### config.mk
export PLATFORM = sky130hd
export DESIGN_NAME = cfg_spi_regfile
export DESIGN_NICKNAME = d
export VERILOG_FILES = /design/src/rtl/cfgspi_pkg.sv /design/src/rtl/spi_frame.sv /design/src/rtl/cfg_regs.sv /design/src/rtl/cfg_spi_regfile.sv
export SDC_FILE = /design/constraint.sdc
export NUM_CORES = 1
export LEC_CHECK = 0
export ABC_AREA = 1
export BUFFER_PORTS_ARGS = -buffer_cell sky130_fd_sc_hd__buf_2
export CORE_UTILIZATION = 52
export CTS_CLUSTER_SIZE = 8
export DETAILED_ROUTE_END_ITERATION = 6
export PLACE_DENSITY = 0.71
export SETUP_SLACK_MARGIN = 0.1
export SLEW_MARGIN = 20
export SYNTH_ARGS = -nofsm -noshare
export SYNTH_HDL_FRONTEND = slang
export SYNTH_SLANG_ARGS = --single-unit
### constraint.sdc
create_clock -name clk -period 7.8 [get_ports clk]
set_input_delay 1.17 -clock clk [delete_from_list [all_inputs] [get_ports clk]]
set_output_delay 1.17 -clock clk [all_outputs]
set_load 0.01 [all_outputs]
### src/rtl/cfgspi_pkg.sv
package cfgspi_pkg;

    localparam int NREG   = 8;
    localparam int IDXW   = $clog2(NREG);
    localparam int DIVW   = 24;

    typedef logic [7:0]      byte_t;
    typedef logic [IDXW-1:0] idx_t;

    typedef struct packed {
        logic hit;
        idx_t idx;
    } decode_t;

    localparam idx_t IDX_NHI  = 3'd0;
    localparam idx_t IDX_NLO  = 3'd1;
    localparam idx_t IDX_RDIV = 3'd2;
    localparam idx_t IDX_CLK  = 3'd3;
    localparam idx_t IDX_TST  = 3'd4;
    localparam idx_t IDX_BLK  = 3'd5;
    localparam idx_t IDX_TRIM = 3'd6;
    localparam idx_t IDX_RFC  = 3'd7;

    function automatic decode_t decode(input logic [6:0] a);
        decode_t d;
        d.hit = 1'b1;
        case (a)
            7'h40:   d.idx = IDX_NHI;
            7'h41:   d.idx = IDX_NLO;
            7'h42:   d.idx = IDX_RDIV;
            7'h43:   d.idx = IDX_CLK;
            7'h50:   d.idx = IDX_TST;
            7'h51:   d.idx = IDX_BLK;
            7'h52:   d.idx = IDX_TRIM;
            7'h60:   d.idx = IDX_RFC;
            default: begin d.hit = 1'b0; d.idx = '0; end
        endcase
        return d;
    endfunction

    function automatic byte_t wmask(input idx_t i);
        case (i)
            IDX_NHI:  return 8'h0F;
            IDX_NLO:  return 8'hFF;
            IDX_RDIV: return 8'h3F;
            IDX_CLK:  return 8'h0F;
            IDX_TST:  return 8'h01;
            IDX_BLK:  return 8'hBF;
            IDX_TRIM: return 8'h1F;
            default:  return 8'h01;
        endcase
    endfunction

    function automatic byte_t dflt(input idx_t i, input logic strap);
        case (i)
            IDX_NHI:  return strap ? 8'h06 : 8'h00;
            IDX_NLO:  return strap ? 8'h13 : 8'h60;
            IDX_RDIV: return strap ? 8'h13 : 8'h01;
            IDX_CLK:  return strap ? 8'h0F : 8'h0A;
            IDX_TST:  return 8'h00;
            IDX_BLK:  return 8'hBF;
            IDX_TRIM: return 8'h1B;
            default:  return 8'h00;
        endcase
    endfunction

    function automatic logic [DIVW-1:0] pack_div(input byte_t hi, input byte_t lo, input byte_t r);
        return {4'b0, hi[3:0], lo, 2'b0, r[5:0]};
    endfunction

endpackage

### src/rtl/spi_frame.sv
module spi_frame
    import cfgspi_pkg::*;
#(
    parameter int SYNC  = 2,
    parameter int FRAME = 16
) (
    input  logic       clk,
    input  logic       rst,
    input  logic       sel_n,
    input  logic       sck,
    input  logic       mosi,
    output logic       miso,
    output logic [6:0] look_addr,
    input  byte_t      look_data,
    output logic       wr_stb,
    output logic [6:0] wr_addr,
    output byte_t      wr_data
);
    localparam int HALF = FRAME / 2;
    localparam int CW   = $clog2(FRAME + 1);

    logic [SYNC-1:0] sck_p, sel_p, mosi_p;
    logic            sck_d;
    logic [CW-1:0]   cnt;
    byte_t           shift, tx, addr_q;

    wire sck_s  = sck_p[SYNC-1];
    wire sel_s  = sel_p[SYNC-1];
    wire mosi_s = mosi_p[SYNC-1];
    wire rise   = sck_s & ~sck_d;
    wire fall   = ~sck_s & sck_d;

    always_ff @(posedge clk) begin
        if (rst) begin
            sck_p  <= '0;
            sel_p  <= '1;
            mosi_p <= '0;
        end else begin
            sck_p  <= {sck_p[SYNC-2:0], sck};
            sel_p  <= {sel_p[SYNC-2:0], sel_n};
            mosi_p <= {mosi_p[SYNC-2:0], mosi};
        end
    end

    assign look_addr = {shift[5:0], mosi_s};

    always_ff @(posedge clk) begin
        if (rst) begin
            sck_d   <= 1'b0;
            cnt     <= '0;
            shift   <= '0;
            tx      <= '0;
            addr_q  <= '0;
            wr_stb  <= 1'b0;
            wr_data <= '0;
        end else begin
            sck_d  <= sck_s;
            wr_stb <= 1'b0;
            if (sel_s) begin
                cnt <= '0;
                tx  <= '0;
            end else begin
                if (rise && cnt != CW'(FRAME)) begin
                    shift <= {shift[6:0], mosi_s};
                    cnt   <= cnt + 1'b1;
                    if (cnt == CW'(HALF - 1)) begin
                        addr_q <= {shift[6:0], mosi_s};
                        tx     <= shift[6] ? look_data : 8'h00;
                    end
                    if (cnt == CW'(FRAME - 1) && !addr_q[7]) begin
                        wr_stb  <= 1'b1;
                        wr_data <= {shift[6:0], mosi_s};
                    end
                end
                if (fall && cnt > CW'(HALF) && cnt < CW'(FRAME))
                    tx <= {tx[6:0], 1'b0};
            end
        end
    end

    assign miso    = tx[7];
    assign wr_addr = addr_q[6:0];

    AST_MISO_IDLE:  assert property (@(posedge clk) disable iff (rst) sel_s |=> !miso);
    AST_WR_SELECT:  assert property (@(posedge clk) disable iff (rst) wr_stb |-> $past(!sel_s));
    AST_WR_SINGLE:  assert property (@(posedge clk) disable iff (rst) wr_stb |=> !wr_stb);
    AST_WR_DIR:     assert property (@(posedge clk) disable iff (rst) wr_stb |-> !addr_q[7]);

endmodule

### src/rtl/cfg_regs.sv
module cfg_regs
    import cfgspi_pkg::*;
(
    input  logic                   clk,
    input  logic                   rst,
    input  logic                   strap,
    input  logic                   wr_stb,
    input  logic [6:0]             wr_addr,
    input  byte_t                  wr_data,
    input  logic [6:0]             rd_addr,
    output byte_t                  rd_data,
    output byte_t [NREG-1:0]       regs_o,
    output logic [DIVW-1:0]        div_bus
);
    decode_t wdec, rdec;
    assign wdec = decode(wr_addr);
    assign rdec = decode(rd_addr);

    wire commit = wr_stb && wdec.hit && wdec.idx == IDX_RDIV;

    for (genvar i = 0; i < NREG; i++) begin : g_reg
        always_ff @(posedge clk) begin
            if (rst)
                regs_o[i] <= dflt(idx_t'(i), strap);
            else if (wr_stb && wdec.hit && wdec.idx == idx_t'(i))
                regs_o[i] <= wr_data & wmask(idx_t'(i));
        end
    end

    always_ff @(posedge clk) begin
        if (rst)
            div_bus <= pack_div(dflt(IDX_NHI, strap), dflt(IDX_NLO, strap), dflt(IDX_RDIV, strap));
        else if (commit)
            div_bus <= pack_div(regs_o[IDX_NHI], regs_o[IDX_NLO], wr_data);
    end

    assign rd_data = rdec.hit ? regs_o[rdec.idx] : 8'h00;

    AST_DIV_HOLD: assert property (@(posedge clk) disable iff (rst) !commit |=> $stable(div_bus));
    AST_RST_LOAD: assert property (@(posedge clk) disable iff (rst) $past(rst) |->
        div_bus == pack_div(dflt(IDX_NHI, $past(strap)), dflt(IDX_NLO, $past(strap)),
                            dflt(IDX_RDIV, $past(strap))));

endmodule

### src/rtl/cfg_spi_regfile.sv
module cfg_spi_regfile
    import cfgspi_pkg::*;
#(
    parameter int SYNC = 2
) (
    input  logic        clk,
    input  logic        rst,
    input  logic        strap_hi,
    input  logic        spi_sel_n,
    input  logic        spi_sck,
    input  logic        spi_mosi,
    output logic        spi_miso,
    output logic [23:0] div_bus,
    output logic [3:0]  clk_cfg,
    output logic        ifbuf_en,
    output logic [7:0]  blk_en,
    output logic [4:0]  trim,
    output logic        rf_force
);
    logic [6:0]       look_addr, wr_addr;
    byte_t            look_data, wr_data;
    logic             wr_stb;
    byte_t [NREG-1:0] regs;

    spi_frame #(.SYNC(SYNC), .FRAME(16)) u_frame (
        .clk       (clk),
        .rst       (rst),
        .sel_n     (spi_sel_n),
        .sck       (spi_sck),
        .mosi      (spi_mosi),
        .miso      (spi_miso),
        .look_addr (look_addr),
        .look_data (look_data),
        .wr_stb    (wr_stb),
        .wr_addr   (wr_addr),
        .wr_data   (wr_data)
    );

    cfg_regs u_regs (
        .clk     (clk),
        .rst     (rst),
        .strap   (strap_hi),
        .wr_stb  (wr_stb),
        .wr_addr (wr_addr),
        .wr_data (wr_data),
        .rd_addr (look_addr),
        .rd_data (look_data),
        .regs_o  (regs),
        .div_bus (div_bus)
    );

    assign clk_cfg  = regs[IDX_CLK][3:0];
    assign ifbuf_en = regs[IDX_TST][0];
    assign blk_en   = regs[IDX_BLK];
    assign trim     = regs[IDX_TRIM][4:0];
    assign rf_force = regs[IDX_RFC][0];

endmodule

# Word level (Yosys, flattened, before mapping)
# Cells that the tools add are included.
# totals
reg_bits,108
in_bits,6
out_inout_bits,44
wordCells,113
# classes
n_addsub,1
n_lt_le_gt_ge,3
eq_ne,26
muxes,26
bitwise,6
reduce_logical,31
# op_table
operator,n
7-bit == test (second input constant),16
8-bit 2-to-1 mux,14
3-bit one-hot mux with 7 select lines,2
20-bit 2-to-1 mux,2
8-bit binary-select mux with 3-bit select,1
8-bit OR reduction,2
1-bit logical AND,13
3-bit == test (second input constant),4
2-bit nonzero test,6
7-bit 2-to-1 mux,1
3-bit by 2-bit == test with 1-bit output (second input constant),2
3-bit 2-to-1 mux,2
2-bit AND reduction,3
3-bit AND reduction,2
3-bit OR reduction,2
5-bit by 1-bit adder with 5-bit output (second input constant),1
5-bit by 3-bit == test with 1-bit output (second input constant),1
5-bit by 4-bit == test with 1-bit output (second input constant),1
5-bit by 4-bit greater-than comparator with 1-bit output (second input constant),1
5-bit < comparator (second input constant),1
5-bit 2-to-1 mux,1
5-bit inequality test (second input constant),1
3-bit by 4-bit < comparator with 1-bit output (second input constant),1
1-bit inverter,4
other kinds (6),9

# Longest topological paths before layout
# Gate-level depths: netlist of run 1.
# logic_depth
depth_word,9
mapped_depth,13
mapped_depth_nobuf,13

# Hierarchy
# From an unflattened synthesis of run 1, not the netlist that was laid out.
# hier_totals
cells_unflattened,649
hier_area_um2,4962.3
# by_module_without_submodules
mod,instances,cells_per_inst,area_each_um2
cfg_regs,1,357,2865.2
spi_frame,1,292,2097.0

# Worst setup path after synthesis of run 1
# Ideal clock, no wire load.
# synth_timing
path_type,register to register
from,reg u_frame.addr_q[3]
to,reg u_regs.div_bus[0] (enable)
setup_ns,0.421
t_arrival_ns,2.313
t_required_ns,7.379
path_slack_ns,5.065
stages_incl_launch_ff,6
period_less_slack_ns,2.735
cell_sequence,dfxtp_1 nor3_4 nand3_2 nand2_2 nor2_1 o31ai_1
# synth_between
elab_chain_len,6
# synth_rtl
item,line_no,source
"start, declared",spi_frame.sv:25,"byte_t shift, tx, addr_q;"
"start signal, assigned",spi_frame.sv:67,"addr_q <= {shift[6:0], mosi_s};"
"parallel branches: the longest is 4 deep, another holds 7-bit == test",--,
1-bit logical AND *,cfg_regs.sv:19,wire commit = wr_stb && wdec.hit && wdec.idx == IDX_RDIV;
2-bit nonzero test (no source line) *,--,
"end signal, assigned",cfg_regs.sv:32,"div_bus <= pack_div(dflt(IDX_NHI, strap), dflt(IDX_NLO, strap), dflt(IDX_RDIV, strap));"
"end signal, assigned",cfg_regs.sv:34,"div_bus <= pack_div(regs_o[IDX_NHI], regs_o[IDX_NLO], wr_data);"
"end, declared",cfg_regs.sv:13,output logic [DIVW-1:0] div_bus
# Every way passes the cells marked *.
# A chain may end at the register's enable or synchronous reset.

# Worst setup path after layout of run 1
# layout_timing
from,in rst
to,reg u_regs.div_bus[1] (enable)
# layout_between
elab_chain_len,1
# layout_rtl
item,line_no,source
"start, declared",cfg_spi_regfile.sv:7,"input logic rst,"
2-bit nonzero test (no source line),--,
# Every way passes these cells.

==> results of run 1 <==
==> stage by stage <==
| stage | hold WS, ns | cell area, sq um | instances | total power [mW] |
|---|---|---|---|---|
| global route | 0.436 | 4620 | 656 | 0.929 |
| finish | 0.413 | 4620 | 656 | 0.901 |
| floorplan | 0.388 | 4360 | 538 | 0.556 |
| CTS | 0.410 | 4620 | 656 | 0.904 |
| global placement | 0.390 | 4410 | 640 | 0.564 |
| detailed placement | 0.396 | 4410 | 640 | 0.565 |
==> per-layer routing <==
layer	track usage, %	vias up
met5	0	-
met2	39.3	114
met1	29.9	1579
met3	4.63	17
met4	10.3	0
li1	-	1727
==> power groups by stage <==
stage	combinational (mW)	sequential, mW	clock (mW)
after floorplan	0.0285	0.528	0
after global placement	0.0375	0.526	0
after detailed placement	0.0383	0.527	0
after CTS	0.0383	0.516	0.350
after global routing	0.0431	0.517	0.369
final	0.0383	0.516	0.347
==> worst paths after layout <==
path | from | endpoint | cells after the start
max | rst | u_regs.div_bus[1]$_DFFE_PP_ | 5
min | u_frame.sck_p[0]$_SDFF_PP0_ | u_frame.sck_p[1]$_SDFF_PP0_ | 2
max reg2reg | u_frame.addr_q[4]$_SDFFE_PP0P_ | u_regs.regs_o[11]$_SDFFCE_PP0P_ | 9
min reg2reg | u_frame.sck_p[0]$_SDFF_PP0_ | u_frame.sck_p[1]$_SDFF_PP0_ | 2
==> cell families after synthesis <==
| group | Yosys count |
|---|---|
| simple gates | 255 |
| buf+inv | 109 |
| flops | 92 |
| compound gates | 72 |
| fa+ha+maj | 3 |
| other cells | 1 |
==> state kept, by name (all words and copies together), names as in the netlist <==
register / flops
u_regs.regs_o: 30
u_regs.div_bus: 18
u_frame.addr_q: 8
u_frame.tx: 8
u_frame.wr_data: 8
u_frame.shift: 7
u_frame.cnt: 5
u_frame.mosi_p: 2
u_frame.sck_p: 2
u_frame.sel_p: 2
u_frame.sck_d: 1
u_frame.wr_stb: 1
==> critical path: cells and delay by family <==
kind | cells | cell delay [ns]
AOI/OAI and AO/OA | 1 | 0.10
buffers and inverters | 4 | 1.14
==> synth_stat cells, types with 2 or more instances <==
cell type,number,area share [%]
a21oi_1,22,2.5
nand3_2,3,0.69
ha_1,3,0.86
o21ai_1,2,0.23
nor2_2,8,1.2
buf_6,4,1.0
a22oi_1,6,1.0
nor2_1,62,5.4
inv_1,57,4.9
buf_2,3,0.35
nand2_2,6,0.86
o22ai_1,2,0.29
dfxtp_1,58,27
or2_2,2,0.29
nand3b_1,2,0.35
nand2_1,111,9.6
buf_4,30,5.2
inv_2,8,0.69
nor3_1,3,0.35
clkbuf_1,6,0.52
nand4_1,5,0.72
o21ai_0,27,3.1
edfxtp_1,34,24
o211ai_1,6,1.0
nand3_1,44,5.1
a211oi_1,4,0.69
==> final cells by class <==
cell class	count	area (sq um)	share of cell area (%)
tap	102	128	2.76
clock inverter	7	91.3	1.98
clock buffer	9	124	2.68
inverter	65	244	5.28
multi-input combinational	337	1630	35.3
sequential	92	2180	47.2
timing repair buffer	44	225	4.87
==> flow_summary.ini, run 1 <==
[power]
power_frac_comb_pct = 4.3
p_switching_uw = 201
powerDensity_nw_per_um2 = 195
switching_share_pct = 22.3
peakVddDrop_v = 0.000131
leakage_nw = 1.99
internal_power_uw = 700
seq_power_share_pct = 57.2
clockPowerShare_pct = 38.5

[placement]
port_buffers = 42
dpl_worst_slack_ns = 5.05
dp.final_hpwl_um = 6790
gp_congestion = 0.888

[flow_run]
drv_cap = 0

[worst_setup_path]
critPathLaunchType = input pin
cpPeakStageDelay_ns = 0.45
critPathRequiredTime_ns = 7.85
r2r_slack_ns = 5.53
end_kind = flop
cpMaxStageDelayCell = buf_2
path_common_cell = buf_4
crit_path_cell_trace = buf_2, inv_1, buf_4, o31ai_2, buf_4
crit_arrival_ns = 2.43
crit_fanout = 40
path_class = input pin to flop

[timing]
timing.final.max_slew_violations = 0
fmax_mhz = 420
max_slew_margin_pct = 46.1
final.setup.tns_ns = 0
worst_slack_ns = 5.42
period_share_pct = 30.5
rsz0062_at_grt = no
post-route-min-period_ns = 2.38
setup_violations = 0
worst_slew_pin_slew_ns = 0.802
finalHoldViolCount = 0
skew_ns = 0.0127

[cts]
cts_setup_buffers = 0
cts_sinks = 92
cts-root-buf = clkbuf_8
clk_transition_reported_paths_ns = 0.09
ctsResizeCount = 0
cts_tree = done
numCtsBuffers = 9
insertion_delay_ns = 0.37
htree_levels = 3
cts_hold_buf = 0
cts_buffer_depth = 2

[die]
boundaryPins = 50
core.rowCount = 32
start_util_pct = 55.0
dieArea_sq_um = 8720
die_w_um = 93.4
core-area_sq_um = 7890
die_h_um = 93.4

[synthesis]
yosys.area_share.simple_pct = 26.5
async_reset_ff_share_pct = 0
synth_sequential_area_ratio_pct = 50.3
synthXorXnorAreaFrac_pct = 0
ys_types = 40
synth.avg_cell_area_sq_um = 8.16
yosysWarnings = 0
synth_cells = 532
synth_compound_area_share_pct = 9.48
synth_top_family_by_area = simple AND/OR/NAND/NOR gates
syn_area_sq_um = 4340
synth.area.mux_share_pct = 0
synthAdderAreaFrac_pct = 0.865
synth_flop_cell = dfxtp_1
synth-edff-count = 34
synth_seq_cells = 92

[global_route]
grt_max_degree = 41
grt_pass1_wl_um = 15500
overflow = 0
antenna_found_initial = 0
grt_pass1_vias = 3215
grt_usage_pct = 23.6

[routing]
first_iter_violations = 160
wl_met3_um = 519
num_vias = 3437
drc = 0
routed_wl_um = 9430
wl_met1_um = 4280
wl_met2_um = 4430
dr.pass1.iters = 7
wire_per_inst_um = 14.4
antenna_left = 0
vias_per_cell = 5.24
top_layer = met4

[final_layout]
nets = 558
drive_gt1_share_pct = 16.8
fin_util_pct = 58.6
syn_to_final_growth_pct = 6.54
num-fill-cells = 718
diodes = 0
final_common_cell = nand2_1
layout_common_cells = nand2_1, nor2_1, dfxtp_1

[hold_path]
min_path_type = flop to flop

[run_status]
status = completed
No activity file was read; power rests on OpenSTA's default activity.
==> inputs of run 2 (changes only) <==
--- a/config.mk
+++ b/config.mk
@@ -5,12 +5,12 @@
 export SDC_FILE = /design/constraint.sdc
 export NUM_CORES = 1
 export LEC_CHECK = 0
-export ABC_AREA = 1
+export ABC_AREA = 0
 export BUFFER_PORTS_ARGS = -buffer_cell sky130_fd_sc_hd__buf_2
 export CORE_UTILIZATION = 52
 export CTS_CLUSTER_SIZE = 8
 export DETAILED_ROUTE_END_ITERATION = 6
-export PLACE_DENSITY = 0.71
+export PLACE_DENSITY = 0.74
 export SETUP_SLACK_MARGIN = 0.1
 export SLEW_MARGIN = 20
 export SYNTH_ARGS = -nofsm -noshare
==> constraint.sdc (replaced) <==
create_clock -name clk -period 1.9 [get_ports clk]
set_input_delay 0.285 -clock clk [delete_from_list [all_inputs] [get_ports clk]]
set_output_delay 0.285 -clock clk [all_outputs]
set_load 0.01 [all_outputs]
==> run 2 against run 1 <==
Compared with the run above:
- worst setup slack got worse by 5.3 ns
- sequential power rose to 4.1 times the previous value
- clock power grew to 4.1 times the previous value
- largest power group unchanged
- via count fell by 7.9%
- synthesized area decreased by 2.2%
- hold slack worse by 0.31 ns
- global-route usage is 0.65 points lower
- sequential cell count stayed put
- final cell count shrank 15%
- die area shrank 2.1%
- design area increased by 5.5%
==> flow_summary.ini, run 2 <==
[power]
power_frac_comb_pct = 5.1
seq_power_share_pct = 56.7
internal_power_mw = 2.87
clockPowerShare_pct = 38.2
switching_share_pct = 23.0
leakage_nw = 1.80
p_switching_uw = 856
peakVddDrop_v = 0.000450
powerDensity_nw_per_um2 = 764

[final_layout]
seq_area_sq_um = 2200
largest-register = u_regs.regs_o
final_cells = 558
final_cell_area_sq_um = 4880
drive_gt1_share_pct = 28.3
layout_common_cells = nor2_1, dfxtp_1, buf_2
multi_input_comb_area_sq_um = 1770
reg_top3 = u_regs.regs_o (30), u_regs.div_bus (18)
final_common_cell = nor2_1
syn_to_final_growth_pct = 14.9
fin_util_pct = 62.5
nets = 460
diodes = 0
largest_reg_flops = 30
num-fill-cells = 662

[worst_setup_path]
crit_arrival_ns = 2.02
crit_path_cell_trace = inv_2, ha_4, nor2b_4, a311oi_4, and3b_2, buf_12, mux2i_1, nor2_1
r2r_cells = 8
critPathRequiredTime_ns = 2.15
reg2reg_from = u_frame.cnt[1]$_SDFFE_PP0P_
path_class = flop to flop
critical_path.startpoint = u_frame.cnt[1]$_SDFFE_PP0P_
cpMaxStageDelayCell = dfxtp_4
cpPeakStageDelay_ns = 0.38
r2r_slack_ns = 0.12
crit_fanout = 9
end_kind = flop
critPathLaunchType = flop

[placement]
gp_congestion = 0.921
port_buffers = 42
dp.final_hpwl_um = 6580
dp_cells = 536
dpl_worst_slack_ns = 0.0237
dpl-instance-area_sq_um = 4510

[synthesis]
yosys.area.top_type_share_pct = 27.4
synth_sequential_area_ratio_pct = 51.4
yosysWarnings = 0
synth_flop_cell = dfxtp_1
synth_cells = 414
synth_seq_cells = 92
synthXorXnorAreaFrac_pct = 0.413
synth_compound_area_share_pct = 14.4
post-synth-top-area-cell = dfxtp_1
synth.avg_cell_area_sq_um = 10.3
synth_top_family_by_area = simple AND/OR/NAND/NOR gates
yosys.area_share.simple_pct = 16.0
yosysMostFrequentCell = dfxtp_1
synth_common_cells = dfxtp_1, nor2_1, edfxtp_1, mux2i_1, buf_4
synth.area.mux_share_pct = 7.31
async_reset_ff_share_pct = 0
ys_types = 57
synth-edff-count = 34
synthAdderAreaFrac_pct = 0.884
syn_area_sq_um = 4250
synth_area_leaders = dfxtp_1, edfxtp_1, mux2i_1

[die]
start_util_pct = 54.4
die_w_um = 92.4
core-area_sq_um = 7810
boundaryPins = 50
die_h_um = 92.4
core.rowCount = 32
dieArea_sq_um = 8530

[cts]
cts-root-buf = clkbuf_8
cts_tree = done
cts_sinks = 92
cts_hold_buf = 0
numCtsBuffers = 9
insertion_delay_ns = 0.36
clk_transition_reported_paths_ns = 0.09
cts_buffer_depth = 2
htree_levels = 3

[routing]
antenna_left = 0
routed_wl_um = 9340
first_iter_violations = 221
wire_per_inst_um = 16.7
dr.pass1.iters = 5
num_vias = 3167
drc = 0
vias_per_cell = 5.68

[hold_path]
hp-start = spi_sel_n
whs_path_depth = 2
min_path_type = input pin to flop

[timing]
timing.final.max_slew_violations = 0
period_share_pct = 93.5
worst_slew_pin_slew_ns = 0.515
post-route-min-period_ns = 1.78
final.setup.tns_ns = 0
skew_ns = 0.0148
worst_slack_ns = 0.124
fmax_mhz = 563
finalHoldViolCount = 0
rsz0062_at_grt = yes
setup_violations = 0
max_slew_margin_pct = 65.5

[global_route]
grt_util_met1_pct = 30.7
top_usage_layer = met2
grt_max_degree = 24
grt_usage_pct = 23.0
overflow = 0
grt_util_met3_pct = 6.49
grt_pass1_wl_um = 14900
antenna_found_initial = 0
grt_pass1_vias = 2952
met2_usage_pct = 35.9

[flow_run]
drv_cap = 0

[run_status]
status = completed
==> run 2: cell count changes in the layout (fill, tap and decap cells not counted), sizes merged, moves of 6 or more <==
cell | before | now
nand2 | 118 | 10
inv | 65 | 24
nand3 | 47 | 7
mux2i | 0 | 31
buf | 44 | 72
nor2 | 71 | 56
nor2b | 0 | 15
a211o | 0 | 11
o21ai | 29 | 19
or2 | 3 | 9
==> run 2: power by group through the flow <==
stage                     logic [mW]  clock network [mW]  registers [mW]
after floorplan                0.131                   0            2.16
after global placement         0.182                   0            2.16
after detailed placement       0.185                   0            2.16
after CTS                      0.186                1.46            2.11
after global routing           0.207                1.53            2.12
final                          0.188                1.42            2.11
==> run 2: repair_timing <==
action                     4_1_cts  5_1_grt
pin swaps                        2        4
setup endpoints to repair        1       28
resized for setup                1       25
buffers inserted                 2        4
==> run 2: worst max-delay path, delay by kind of cell, from the launching register on <==
kind | cells | cell delay, ns
and+or+nand+nor | 3 | 0.44
DFF | 1 | 0.38
AOI/OAI and AO/OA | 1 | 0.29
buffers and inverters | 2 | 0.20
muxes | 1 | 0.20
adders and majority gates | 1 | 0.14
==> run 2: worst paths after layout <==
kind / to
min: u_frame.sel_p[0]$_SDFF_PP1_
min reg2reg: u_frame.sel_p[1]$_SDFF_PP1_
max: u_frame.wr_data[0]$_SDFFE_PP0P_
max reg2reg: u_frame.wr_data[0]$_SDFFE_PP0P_
==> run 2: cells by family after synthesis <==
group / count (synthesis)
other cells: 1
mux: 31
xor+xnor: 2
fa+ha+maj: 3
buf+inv: 74
compound gates: 88
simple gates: 123
flops: 92
==> run 2: layout make-up <==
type	instances	share of cell area (%)
clock buffers	10	3.05
clock inverters	6	1.56
inverters	22	1.77
multi-input cells	254	36.2
flip-flops and latches	92	45.0
well taps	102	2.62
repair buffers	72	9.75
==> run 2: metrics by stage <==
step                      total power [mW]  hold WS [ns]
after floorplan                       2.29         0.389
after global placement                2.34         0.393
after detailed placement              2.35         0.394
after CTS                             3.76        0.0939
after global routing                  3.85        0.0984
final                                 3.72         0.105
==> run 2: routing by layer <==
metal  share of wire (%)  wire (um)
met5                   0          0
met4                 1.3        123
met3                 7.9        734
met2                  48       4500
met1                  43       3980
==> inputs of run 3 (changes only) <==
--- a/config.mk
+++ b/config.mk
@@ -6,11 +6,11 @@
 export NUM_CORES = 1
 export LEC_CHECK = 0
 export ABC_AREA = 0
-export BUFFER_PORTS_ARGS = -buffer_cell sky130_fd_sc_hd__buf_2
 export CORE_UTILIZATION = 52
 export CTS_CLUSTER_SIZE = 8
 export DETAILED_ROUTE_END_ITERATION = 6
-export PLACE_DENSITY = 0.74
+export DONT_BUFFER_PORTS = 1
+export PLACE_DENSITY = 0.69
 export SETUP_SLACK_MARGIN = 0.1
 export SLEW_MARGIN = 20
 export SYNTH_ARGS = -nofsm -noshare
==> run 3 against run 2 <==
Compared with the run above:
- via count decreased by 4.0%
- clock power shrank 11%
- worst setup slack got worse by 0.016 ns
- critical path type unchanged
- largest cell class unchanged
==> flow_summary.ini, run 3 (synthesized netlist as in run 2, its figures left out) <==
[global_route]
grt_pass1_vias = 2797
grt_pass1_wl_um = 14900
grt_usage_pct = 23.2
overflow = 0
grt_max_degree = 48
antenna_found_initial = 0

[routing]
dr.pass1.iters = 5
first_iter_violations = 239
drc = 0
num_vias = 3041
antenna_left = 0
routed_wl_um = 9650
vias_per_cell = 5.89
wire_per_inst_um = 18.7

[worst_setup_path]
critical_path.startpoint = u_frame.cnt[0]$_SDFFE_PP0P_
r2r_cells = 6
critPathLaunchType = flop
end_kind = flop
critPathRequiredTime_ns = 2.20
crit_arrival_ns = 2.09
crit_fanout = 4
path_class = flop to flop
r2r-end = u_frame.tx[5]$_SDFFE_PP0P_
r2r_slack_ns = 0.11
reg2reg_from = u_frame.cnt[0]$_SDFFE_PP0P_

[timing]
timing.final.max_slew_violations = 0
worst_slew_pin_slew_ns = 0.520
rsz0062_at_grt = yes
skew_ns = 0.0127
final.setup.tns_ns = 0
post-route-min-period_ns = 1.79
period_share_pct = 94.3
max_slew_margin_pct = 65.2
setup_violations = 0
finalHoldViolCount = 0
fmax_mhz = 558

[final_layout]
nets = 418
largest-register = u_regs.regs_o
reg_top3 = u_regs.regs_o (30), u_regs.div_bus (18)
layout_common_cells = nor2_1, dfxtp_1, edfxtp_1
drive_gt1_share_pct = 19.8
syn_to_final_growth_pct = 9.05
largest_reg_flops = 30
fin_util_pct = 59.3
final_common_cell = nor2_1
diodes = 0

[die]
core.rowCount = 32
start_util_pct = 54.4
dieArea_sq_um = 8530
core-area_sq_um = 7810
die_w_um = 92.4
die_h_um = 92.4
boundaryPins = 50

[power]
powerDensity_nw_per_um2 = 763
internal_power_mw = 2.65
power_frac_comb_pct = 3.8
p_switching_uw = 881
seq_power_share_pct = 60.4
clockPowerShare_pct = 35.8
leakage_nw = 1.63
peakVddDrop_v = 0.000499
switching_share_pct = 24.9

[cts]
clk_transition_reported_paths_ns = 0.10
numCtsBuffers = 9
cts_tree = done
cts-root-buf = clkbuf_8
cts_buffer_depth = 2
cts_sinks = 92
htree_levels = 3
insertion_delay_ns = 0.37

[placement]
port_buffers = 0
gp_congestion = 0.902
dp.final_hpwl_um = 6490

[hold_path]
whs_path_depth = 1
hold_path_end = u_frame.sel_p[0]$_SDFF_PP1_
min_path_type = input pin to flop
hp-start = spi_sel_n

[flow_run]
drv_cap = 0

[run_status]
status = completed
run 3: cell types whose count changed in the layout (fill, tap and decap cells not counted), sizes merged:
cell	change
clkinv	+1
bufinv	-1
dlygate4sd3	+2
inv	+1
buf	-45
run 3: what timing repair did:
| action | 4_1_cts | 5_1_grt |
|---|---|---|
| cloned | 0 | 1 |
| hold buffers | 2 | 1 |
| hold endpoints to repair | 32 | 1 |
| buffers inserted | 0 | 6 |
| resized for setup | 1 | 15 |
| pin swaps | 1 | 8 |
| endpoints found under the setup margin | 9 | 26 |
run 3: how the worst max path moves through the flow:
| stage | endpoint | slack (ns) |
|---|---|---|
| finish | u_frame.tx[5]$_SDFFE_PP0P_ | 0.11 |
| CTS | u_regs.regs_o[48]$_SDFFE_PP1P_ | 0.12 |
| floorplan | u_frame.wr_data[3]$_SDFFE_PP0P_ | 0.03 |
| global route | u_frame.tx[5]$_SDFFE_PP0P_ | 0.004 |
| global placement | u_frame.tx[5]$_SDFFE_PP0P_ | 0.13 |
| detailed placement | u_frame.tx[5]$_SDFFE_PP0P_ | 0.08 |
run 3: power by group through the flow:
stage | logic, mW | registers (mW) | clock network [mW]
floorplan | 0.131 | 2.16 | 0
global placement | 0.108 | 2.18 | 0
detailed placement | 0.109 | 2.18 | 0
CTS | 0.130 | 2.14 | 1.29
global route | 0.145 | 2.14 | 1.36
finish | 0.134 | 2.14 | 1.26
run 3: final cells by class:
cell class,count,area (sq um)
sequential,92,2190
tap,102,128
timing repair buffer,30,298
fill,664,3180
clock buffer,9,124
multi-input combinational,254,1740
clock inverter,7,66.3
inverter,22,86.3
run 3: metrics by stage:
step | hold slack [ns] | power (mW) | instance area, sq um | setup slack, ns | instances
2_1_floorplan | 0.389 | 2.29 | 4290 | 0.0259 | 420
3_3_place_gp | 0.362 | 2.29 | 4280 | 0.127 | 490
3_5_place_dp | 0.363 | 2.29 | 4280 | 0.0800 | 490
4_1_cts | 0.000322 | 3.56 | 4510 | 0.117 | 508
5_1_grt | 0.00115 | 3.65 | 4630 | 0.00374 | 516
6_report | 0.0232 | 3.53 | 4630 | 0.108 | 516
run 3: worst max-delay path, cell delays in order (launching register included):
cell,delay (ns)
dfxtp_4,0.38
ha_2,0.19
nand2_2,0.08
nor4_4,0.27
and4b_1,0.26
or4b_1,0.44
a21oi_1,0.12
run 3: layer usage:
layer | GRT usage, % | vias up | wire length (um)
met2 | 36.4 | 161 | 4480
met5 | 0 | - | 0
li1 | - | 1427 | -
met1 | 30.4 | 1443 | 4070
met3 | 8.13 | 10 | 1010
met4 | 6.25 | 0 | 97
